===== config.mk =====
export PLATFORM = sky130hd
export DESIGN_NAME = rfsh_sched
export DESIGN_NICKNAME = d
export VERILOG_FILES = /design/src/rtl/rfsh_pkg.sv /design/src/rtl/rfsh_cfg_regs.sv /design/src/rtl/rfsh_timer.sv /design/src/rtl/rfsh_req_ctrl.sv /design/src/rtl/rfsh_sched.sv
export SDC_FILE = /design/constraint.sdc
export NUM_CORES = 1
export LEC_CHECK = 0
export ABC_AREA = 1
export BUFFER_PORTS_ARGS = -buffer_cell sky130_fd_sc_hd__buf_2
export CORE_AREA = 2 2 129 131
export DETAILED_ROUTE_END_ITERATION = 6
export DIE_AREA = 0 0 131 133
export GPL_TIMING_DRIVEN = 0
export PLACE_DENSITY = 0.52
export SLEW_MARGIN = 40
export SYNTH_ARGS = -nofsm -noshare
export SYNTH_HDL_FRONTEND = slang
export SYNTH_SLANG_ARGS = --single-unit

===== constraint.sdc =====
create_clock -name clk -period 5.8 [get_ports clk]
set_input_delay 0.58 -clock clk [delete_from_list [all_inputs] [get_ports clk]]
set_output_delay 0.58 -clock clk [all_outputs]
set_load 0.1 [all_outputs]

===== src/rtl/rfsh_pkg.sv =====
package rfsh_pkg;

    localparam int unsigned NUM_GRADES = 3;
    localparam int unsigned ADDR_W     = 2;

    localparam logic [ADDR_W-1:0] ADDR_FLAG = 2'd0;

    typedef enum logic [1:0] {
        TM_LOAD  = 2'd0,
        TM_COUNT = 2'd1,
        TM_OFF   = 2'd2
    } tmr_state_e;

    typedef enum logic {
        RQ_QUIET = 1'b0,
        RQ_ASK   = 1'b1
    } req_state_e;

endpackage


===== src/rtl/rfsh_cfg_regs.sv =====
module rfsh_cfg_regs
    import rfsh_pkg::*;
#(
    parameter int unsigned CNT_W  = 16,
    parameter int unsigned DEF_P0 = 3200,
    parameter int unsigned DEF_P1 = 1600,
    parameter int unsigned DEF_P2 = 800
) (
    input  logic                                  clk,
    input  logic                                  rst_n,
    input  logic                                  wr_en,
    input  logic [ADDR_W-1:0]                     addr,
    input  logic [CNT_W-1:0]                      wdata,
    output logic                                  apply,
    output logic [NUM_GRADES-1:0][CNT_W-1:0]      eff_period
);

    logic                             busy_q;
    logic [NUM_GRADES-1:0][CNT_W-1:0] stage_q;
    logic [NUM_GRADES-1:0][CNT_W-1:0] active_q;

    // Falling edge of the busy flag, taken from the write itself
    assign apply = wr_en && (addr == ADDR_FLAG) && !wdata[0] && busy_q;

    always_ff @(posedge clk) begin
        if (!rst_n) begin
            busy_q <= 1'b0;
        end else if (wr_en && (addr == ADDR_FLAG)) begin
            busy_q <= wdata[0];
        end
    end

    for (genvar g = 0; g < NUM_GRADES; g++) begin : g_grade
        localparam logic [CNT_W-1:0] DFLT =
            (g == 0) ? CNT_W'(DEF_P0) : (g == 1) ? CNT_W'(DEF_P1) : CNT_W'(DEF_P2);
        localparam logic [ADDR_W-1:0] MY_ADDR = ADDR_W'(g + 1);

        always_ff @(posedge clk) begin
            if (!rst_n) begin
                stage_q[g]  <= DFLT;
                active_q[g] <= DFLT;
            end else begin
                if (wr_en && (addr == MY_ADDR)) begin
                    stage_q[g] <= wdata;
                end
                if (apply) begin
                    active_q[g] <= stage_q[g];
                end
            end
        end

        // The timer sees the new value in the very cycle of the apply
        assign eff_period[g] = apply ? stage_q[g] : active_q[g];
    end

    // active set moves only on an apply, and then to the staged copy
    p_active_hold_r5: assert property (@(posedge clk) disable iff (!rst_n)
        !apply |=> $stable(active_q));
    p_apply_copy_r5: assert property (@(posedge clk) disable iff (!rst_n)
        apply |=> (active_q == $past(stage_q)));

endmodule


===== src/rtl/rfsh_timer.sv =====
module rfsh_timer
    import rfsh_pkg::*;
#(
    parameter int unsigned CNT_W = 16
) (
    input  logic                             clk,
    input  logic                             rst_n,
    input  logic [1:0]                       grade,
    input  logic                             apply,
    input  logic [NUM_GRADES-1:0][CNT_W-1:0] eff_period,
    output logic                             tick,
    output logic                             cfg_err
);

    tmr_state_e       st_q, st_d;
    logic [CNT_W-1:0] cnt_q, cnt_d;
    logic [1:0]       gidx;
    logic [CNT_W-1:0] sel_p;
    logic             reload;

    // Code 3 falls back to the most demanding grade
    always_comb begin
        gidx  = (grade == 2'd3) ? 2'd2 : grade;
        sel_p = eff_period[gidx];
    end

    always_ff @(posedge clk) begin
        if (!rst_n) begin
            st_q  <= TM_LOAD;
            cnt_q <= '0;
        end else begin
            st_q  <= st_d;
            cnt_q <= cnt_d;
        end
    end

    always_comb begin
        st_d   = st_q;
        cnt_d  = cnt_q;
        reload = 1'b0;
        unique case (st_q)
            TM_LOAD:  reload = 1'b1;
            TM_OFF:   reload = 1'b1;
            TM_COUNT: begin
                if (apply || (cnt_q == '0)) begin
                    reload = 1'b1;
                end else begin
                    cnt_d = cnt_q - 1'b1;
                end
            end
            default:  reload = 1'b1;
        endcase
        if (reload) begin
            if (sel_p == '0) begin
                st_d  = TM_OFF;
                cnt_d = '0;
            end else begin
                st_d  = TM_COUNT;
                cnt_d = sel_p - 1'b1;
            end
        end
    end

    always_comb begin
        tick    = (st_q == TM_COUNT) && (cnt_q == '0);
        cfg_err = (st_q == TM_OFF);
    end

    // a running interval counts down one per cycle
    p_count_down_r1: assert property (@(posedge clk) disable iff (!rst_n)
        (st_q == TM_COUNT && cnt_q != '0 && !apply) |=> (cnt_q == $past(cnt_q) - 1'b1));
    // grade changes do not disturb a running interval
    p_grade_ignored_r3: assert property (@(posedge clk) disable iff (!rst_n)
        (st_q == TM_COUNT && cnt_q != '0 && !apply) |=> (st_q == TM_COUNT));
    // reloading from a zero interval halts and flags the error
    p_zero_halt_r9: assert property (@(posedge clk) disable iff (!rst_n)
        (reload && sel_p == '0) |=> (cfg_err && !tick));

endmodule


===== src/rtl/rfsh_req_ctrl.sv =====
module rfsh_req_ctrl
    import rfsh_pkg::*;
#(
    parameter int unsigned ROWS     = 1024,
    parameter int unsigned PEND_MAX = 4,
    parameter int unsigned ROW_W    = $clog2(ROWS),
    parameter int unsigned PEND_W   = $clog2(PEND_MAX + 1)
) (
    input  logic              clk,
    input  logic              rst_n,
    input  logic              tick,
    input  logic              ack,
    output logic              req,
    output logic [ROW_W-1:0]  row,
    output logic [PEND_W-1:0] pending
);

    localparam logic [PEND_W-1:0] CEIL    = PEND_W'(PEND_MAX);
    localparam logic [ROW_W-1:0]  LAST_RW = ROW_W'(ROWS - 1);

    req_state_e        rs_q, rs_d;
    logic [PEND_W-1:0] pend_q, pend_d;
    logic [ROW_W-1:0]  row_q, row_d;

    always_ff @(posedge clk) begin
        if (!rst_n) begin
            rs_q   <= RQ_QUIET;
            pend_q <= '0;
            row_q  <= '0;
        end else begin
            rs_q   <= rs_d;
            pend_q <= pend_d;
            row_q  <= row_d;
        end
    end

    always_comb begin
        rs_d   = rs_q;
        pend_d = pend_q;
        row_d  = row_q;
        unique case (rs_q)
            RQ_QUIET: begin
                if (tick) begin
                    pend_d = PEND_W'(1);
                    rs_d   = RQ_ASK;
                end
            end
            RQ_ASK: begin
                if (ack) begin
                    row_d = (row_q == LAST_RW) ? '0 : row_q + 1'b1;
                end
                if (tick && !ack) begin
                    pend_d = (pend_q == CEIL) ? pend_q : pend_q + 1'b1;
                end else if (!tick && ack) begin
                    pend_d = pend_q - 1'b1;
                end
                rs_d = (pend_d == '0) ? RQ_QUIET : RQ_ASK;
            end
            default: begin
                rs_d   = RQ_QUIET;
                pend_d = '0;
            end
        endcase
    end

    always_comb begin
        req     = (rs_q == RQ_ASK);
        row     = row_q;
        pending = pend_q;
    end

    // owed count never exceeds its ceiling, and a request is held until taken
    p_pend_cap_r6: assert property (@(posedge clk) disable iff (!rst_n)
        pend_q <= CEIL);
    p_req_hold_r6: assert property (@(posedge clk) disable iff (!rst_n)
        (req && !ack) |=> req);
    p_quiet_empty_r6: assert property (@(posedge clk) disable iff (!rst_n)
        (rs_q == RQ_QUIET) |-> (pend_q == '0));
    // an accepted acknowledge moves the row forward by one with wrap
    p_row_step_r7: assert property (@(posedge clk) disable iff (!rst_n)
        (req && ack) |=> (row_q == (($past(row_q) == LAST_RW) ? '0 : $past(row_q) + 1'b1)));
    // without a request the row stays put
    p_row_idle_r8: assert property (@(posedge clk) disable iff (!rst_n)
        !req |=> $stable(row_q));

endmodule


===== src/rtl/rfsh_sched.sv =====
module rfsh_sched
    import rfsh_pkg::*;
#(
    parameter int unsigned CNT_W    = 16,
    parameter int unsigned ROWS     = 1024,
    parameter int unsigned PEND_MAX = 4,
    parameter int unsigned DEF_P0   = 3200,
    parameter int unsigned DEF_P1   = 1600,
    parameter int unsigned DEF_P2   = 800,
    localparam int unsigned ROW_W   = $clog2(ROWS),
    localparam int unsigned PEND_W  = $clog2(PEND_MAX + 1)
) (
    input  logic              clk,
    input  logic              rst_n,
    input  logic              cfg_wr,
    input  logic [1:0]        cfg_addr,
    input  logic [CNT_W-1:0]  cfg_wdata,
    input  logic [1:0]        temp_grade,
    output logic              rfsh_req,
    input  logic              rfsh_ack,
    output logic [ROW_W-1:0]  rfsh_row,
    output logic [PEND_W-1:0] rfsh_pending,
    output logic              cfg_err
);

    logic                             apply;
    logic [NUM_GRADES-1:0][CNT_W-1:0] eff_period;
    logic                             tick;

    rfsh_cfg_regs #(
        .CNT_W  (CNT_W),
        .DEF_P0 (DEF_P0),
        .DEF_P1 (DEF_P1),
        .DEF_P2 (DEF_P2)
    ) u_cfg (
        .clk        (clk),
        .rst_n      (rst_n),
        .wr_en      (cfg_wr),
        .addr       (cfg_addr),
        .wdata      (cfg_wdata),
        .apply      (apply),
        .eff_period (eff_period)
    );

    rfsh_timer #(
        .CNT_W (CNT_W)
    ) u_timer (
        .clk        (clk),
        .rst_n      (rst_n),
        .grade      (temp_grade),
        .apply      (apply),
        .eff_period (eff_period),
        .tick       (tick),
        .cfg_err    (cfg_err)
    );

    rfsh_req_ctrl #(
        .ROWS     (ROWS),
        .PEND_MAX (PEND_MAX)
    ) u_req (
        .clk     (clk),
        .rst_n   (rst_n),
        .tick    (tick),
        .ack     (rfsh_ack),
        .req     (rfsh_req),
        .row     (rfsh_row),
        .pending (rfsh_pending)
    );

endmodule


==> impl_metrics.ini <==
[sta]
slew_viol_final = 0
fin_worst_skew_ns = 0.0120
relSlewSlack = 0.435
tightest_slew_ns = 0.844
tns_ns = 0
hold_ws_ns = 0.400
fin_crit_sh = 0.460
max_freq_mhz = 374
final_hold_viol_count = 0
fin_crit_ns = 2.67
setup_violations = 0
rsz0062_at_grt = false

[critical_path]
r2r_end = u_timer.cnt_q[6]$_SDFFE_PN0P_
r2r_cells = 13
cp.required_ns = 6.08
critPathLaunchType = primary input
worstSetupStartpoint = cfg_wdata[0]
reg2reg_slack_ns = 3.21
worstSetupPathType = primary input to register
cp.arrival_ns = 2.95
r2r_start = u_cfg.busy_q$_SDFFE_PN0N_
cp_max_fo = 10
endpoint_kind = register

[floorplan]
core_um2 = 16200
die_area_um2 = 17400
fp.dieH_um = 133
die_w_um = 131
initial_core_util = 0.397
rows = 47
io_pins = 39

[cells_and_area]
drive_gt1_frac = 0.110
layout_commonest_cell = nand2_1
design_area_um2 = 7450
nFillCells = 1709
antenna_cells = 0
area_delta_synth_final_pct = 16.0
fin_util = 0.460
nets = 1024
final_cell_mix = nand2_1, inv_1, dfxtp_1

[routing]
avgRoutedWirePerCell_um = 14.1
ant_nets = 0
drc = 0
avgViaCountPerCell = 4.76
num_vias = 5837
wirelength_mm = 17.3
drt-initial-drc-count = 248
dr.pass1.iters = 5

[clocking]
path_clk_slew_ns = 0.06
numCtsBuffers = 17
htreeDepth = 4
cts_tree = done
postCtsHoldBufs = 0
clockRootBuffer = clkbuf_16
cts-resized-gates = 0
clock-sinks = 129
clock_path_buffers = 2
post-cts-setup-buffer-count = 0
clk_latency_ns = 0.43

[global_routing]
gr-total-overflow = 0
grt_antenna_before_repair = 0
grt_max_degree = 17
grt.total_usage = 0.215
grt_pass1_wl_mm = 28.7
grt_pass1_vias = 5405

[logic_synthesis]
synth_cell_types = 32
ys_warn_count = 0
avgSynthCellArea_um2 = 6.84
synth_area_um2 = 6420
synth_seq_cells = 129
synth_nets = 968
ys_seq_area_frac = 0.402
syn_inst = 938

[power_and_ir_drop]
p_seq_frac = 0.420
finalPower_mw = 2.23
p_per_area_nw_per_um2 = 299
sw_frac_of_total = 0.271
p_leak_nw = 3.43
peakVddDrop_v = 0.000215
p_sw_mw = 0.605
combPwrFrac = 0.113
clkPwrFrac = 0.467
internal_power_mw = 1.62

[outcome]
status = complete, no violations

[worst_hold_path]
hold_class = primary input to register
hold_end = u_cfg.stage_q[7]$_SDFFE_PN1P_
hp-start = cfg_wdata[7]
hold_depth = 3

[placement]
post_dp_cell_area_um2 = 6880
gp_congestion = 0.801
io_buffers = 37
detailed_place_hpwl_mm = 13.2

[run]
cap_violations = 0
## logic make-up after synthesis
kind of cell	synth area share
compound gates	0.107
xor+xnor	0.0246
fa+ha+maj	0.0117
buf+inv	0.127
flops	0.402
simple gates	0.327
## worst max path at each step
stage / endpoint / slack [ns] / cells past startpoint
3_5_place_dp: u_timer.cnt_q[6]$_SDFFE_PN0P_ / 2.68 / 15
2_1_floorplan: u_timer.cnt_q[6]$_SDFFE_PN0P_ / 3.27 / 14
5_1_grt: u_timer.cnt_q[6]$_SDFFE_PN0P_ / 2.95 / 15
3_3_place_gp: u_timer.cnt_q[6]$_SDFFE_PN0P_ / 2.69 / 15
4_1_cts: u_timer.cnt_q[6]$_SDFFE_PN0P_ / 3.13 / 15
6_report: u_timer.cnt_q[6]$_SDFFE_PN0P_ / 3.13 / 15
## routing by layer
layer  vias to the layer above  global-route usage  routed length [um]
li1                       3123                   -                   -
met1                      2603               0.304                8780
met2                        89               0.329                7680
met3                        22              0.0388                 523
met4                         0              0.0697                 298
met5                         -                   0                   0
## state kept, by name (all words and copies together) (netlist names)
signal          flops
u_cfg.active_q     48
u_req.row          10
u_cfg.stage_q      48
u_req.pending       3
u_timer.cnt_q      16
u_cfg.busy_q        1
u_timer.st_q        2
u_req.req           1
## critical path, cell delays in order
cell     delay, ns
buf_2         0.09
inv_1         0.17
buf_2         0.26
buf_2         0.24
nand4_1       0.20
nand3_1       0.12
nand2_1       0.09
nor2_4        0.13
ha_1          0.23
nand3_2       0.15
nor2_4        0.26
a21oi_4       0.13
buf_6         0.15
a21oi_2       0.10
nor2_1        0.04
## power by group through the flow
stage	registers [mW]	logic, mW	clock network, mW
after floorplan	0.965	0.172	0
after global placement	0.957	0.253	0
after detailed placement	0.957	0.253	0
after CTS	0.937	0.254	1.06
after global routing	0.941	0.288	1.10
final	0.937	0.252	1.04
## per-stage QoR
stage	std cells	setup slack, ns
floorplan	938	3.27
global placement	1195	2.69
detailed placement	1195	2.68
CTS	1226	3.13
global route	1226	2.95
finish	1226	3.13
## Yosys cell counts, drive strengths merged
| cell type | number | area share |
|---|---|---|
| nand2 | 197 | 0.12 |
| inv | 150 | 0.088 |
| dfxtp | 129 | 0.40 |
| nor2 | 114 | 0.075 |
| nand3 | 84 | 0.070 |
| a21oi | 65 | 0.053 |
| o21ai | 52 | 0.042 |
| nand4 | 49 | 0.050 |
| clkbuf | 23 | 0.013 |
| buf | 22 | 0.026 |
| xor2 | 12 | 0.016 |
| nor3 | 9 | 0.0070 |
| o211ai | 7 | 0.0082 |
| ha | 6 | 0.012 |
| xnor2 | 6 | 0.0082 |
| nor3b | 3 | 0.0035 |
| nor4 | 3 | 0.0029 |
| nand3b | 2 | 0.0023 |
| o31ai | 2 | 0.0023 |
| o21bai | 1 | 0.0012 |
| o22ai | 1 | 0.00098 |
| or2 | 1 | 0.00098 |
## area by class of cell
class / instances / area [um2] / share of cell area
Buffer: 45 / 251 / 0.0338
Clock buffer: 17 / 425 / 0.0571
Clock inverter: 14 / 144 / 0.0193
Inverter: 150 / 563 / 0.0756
Multi-Input combinational cell: 614 / 3020 / 0.405
Sequential cell: 129 / 2580 / 0.347
Tap cell: 220 / 275 / 0.0370
Timing Repair Buffer: 37 / 185 / 0.0249
Power figures use the tool's default switching activity.
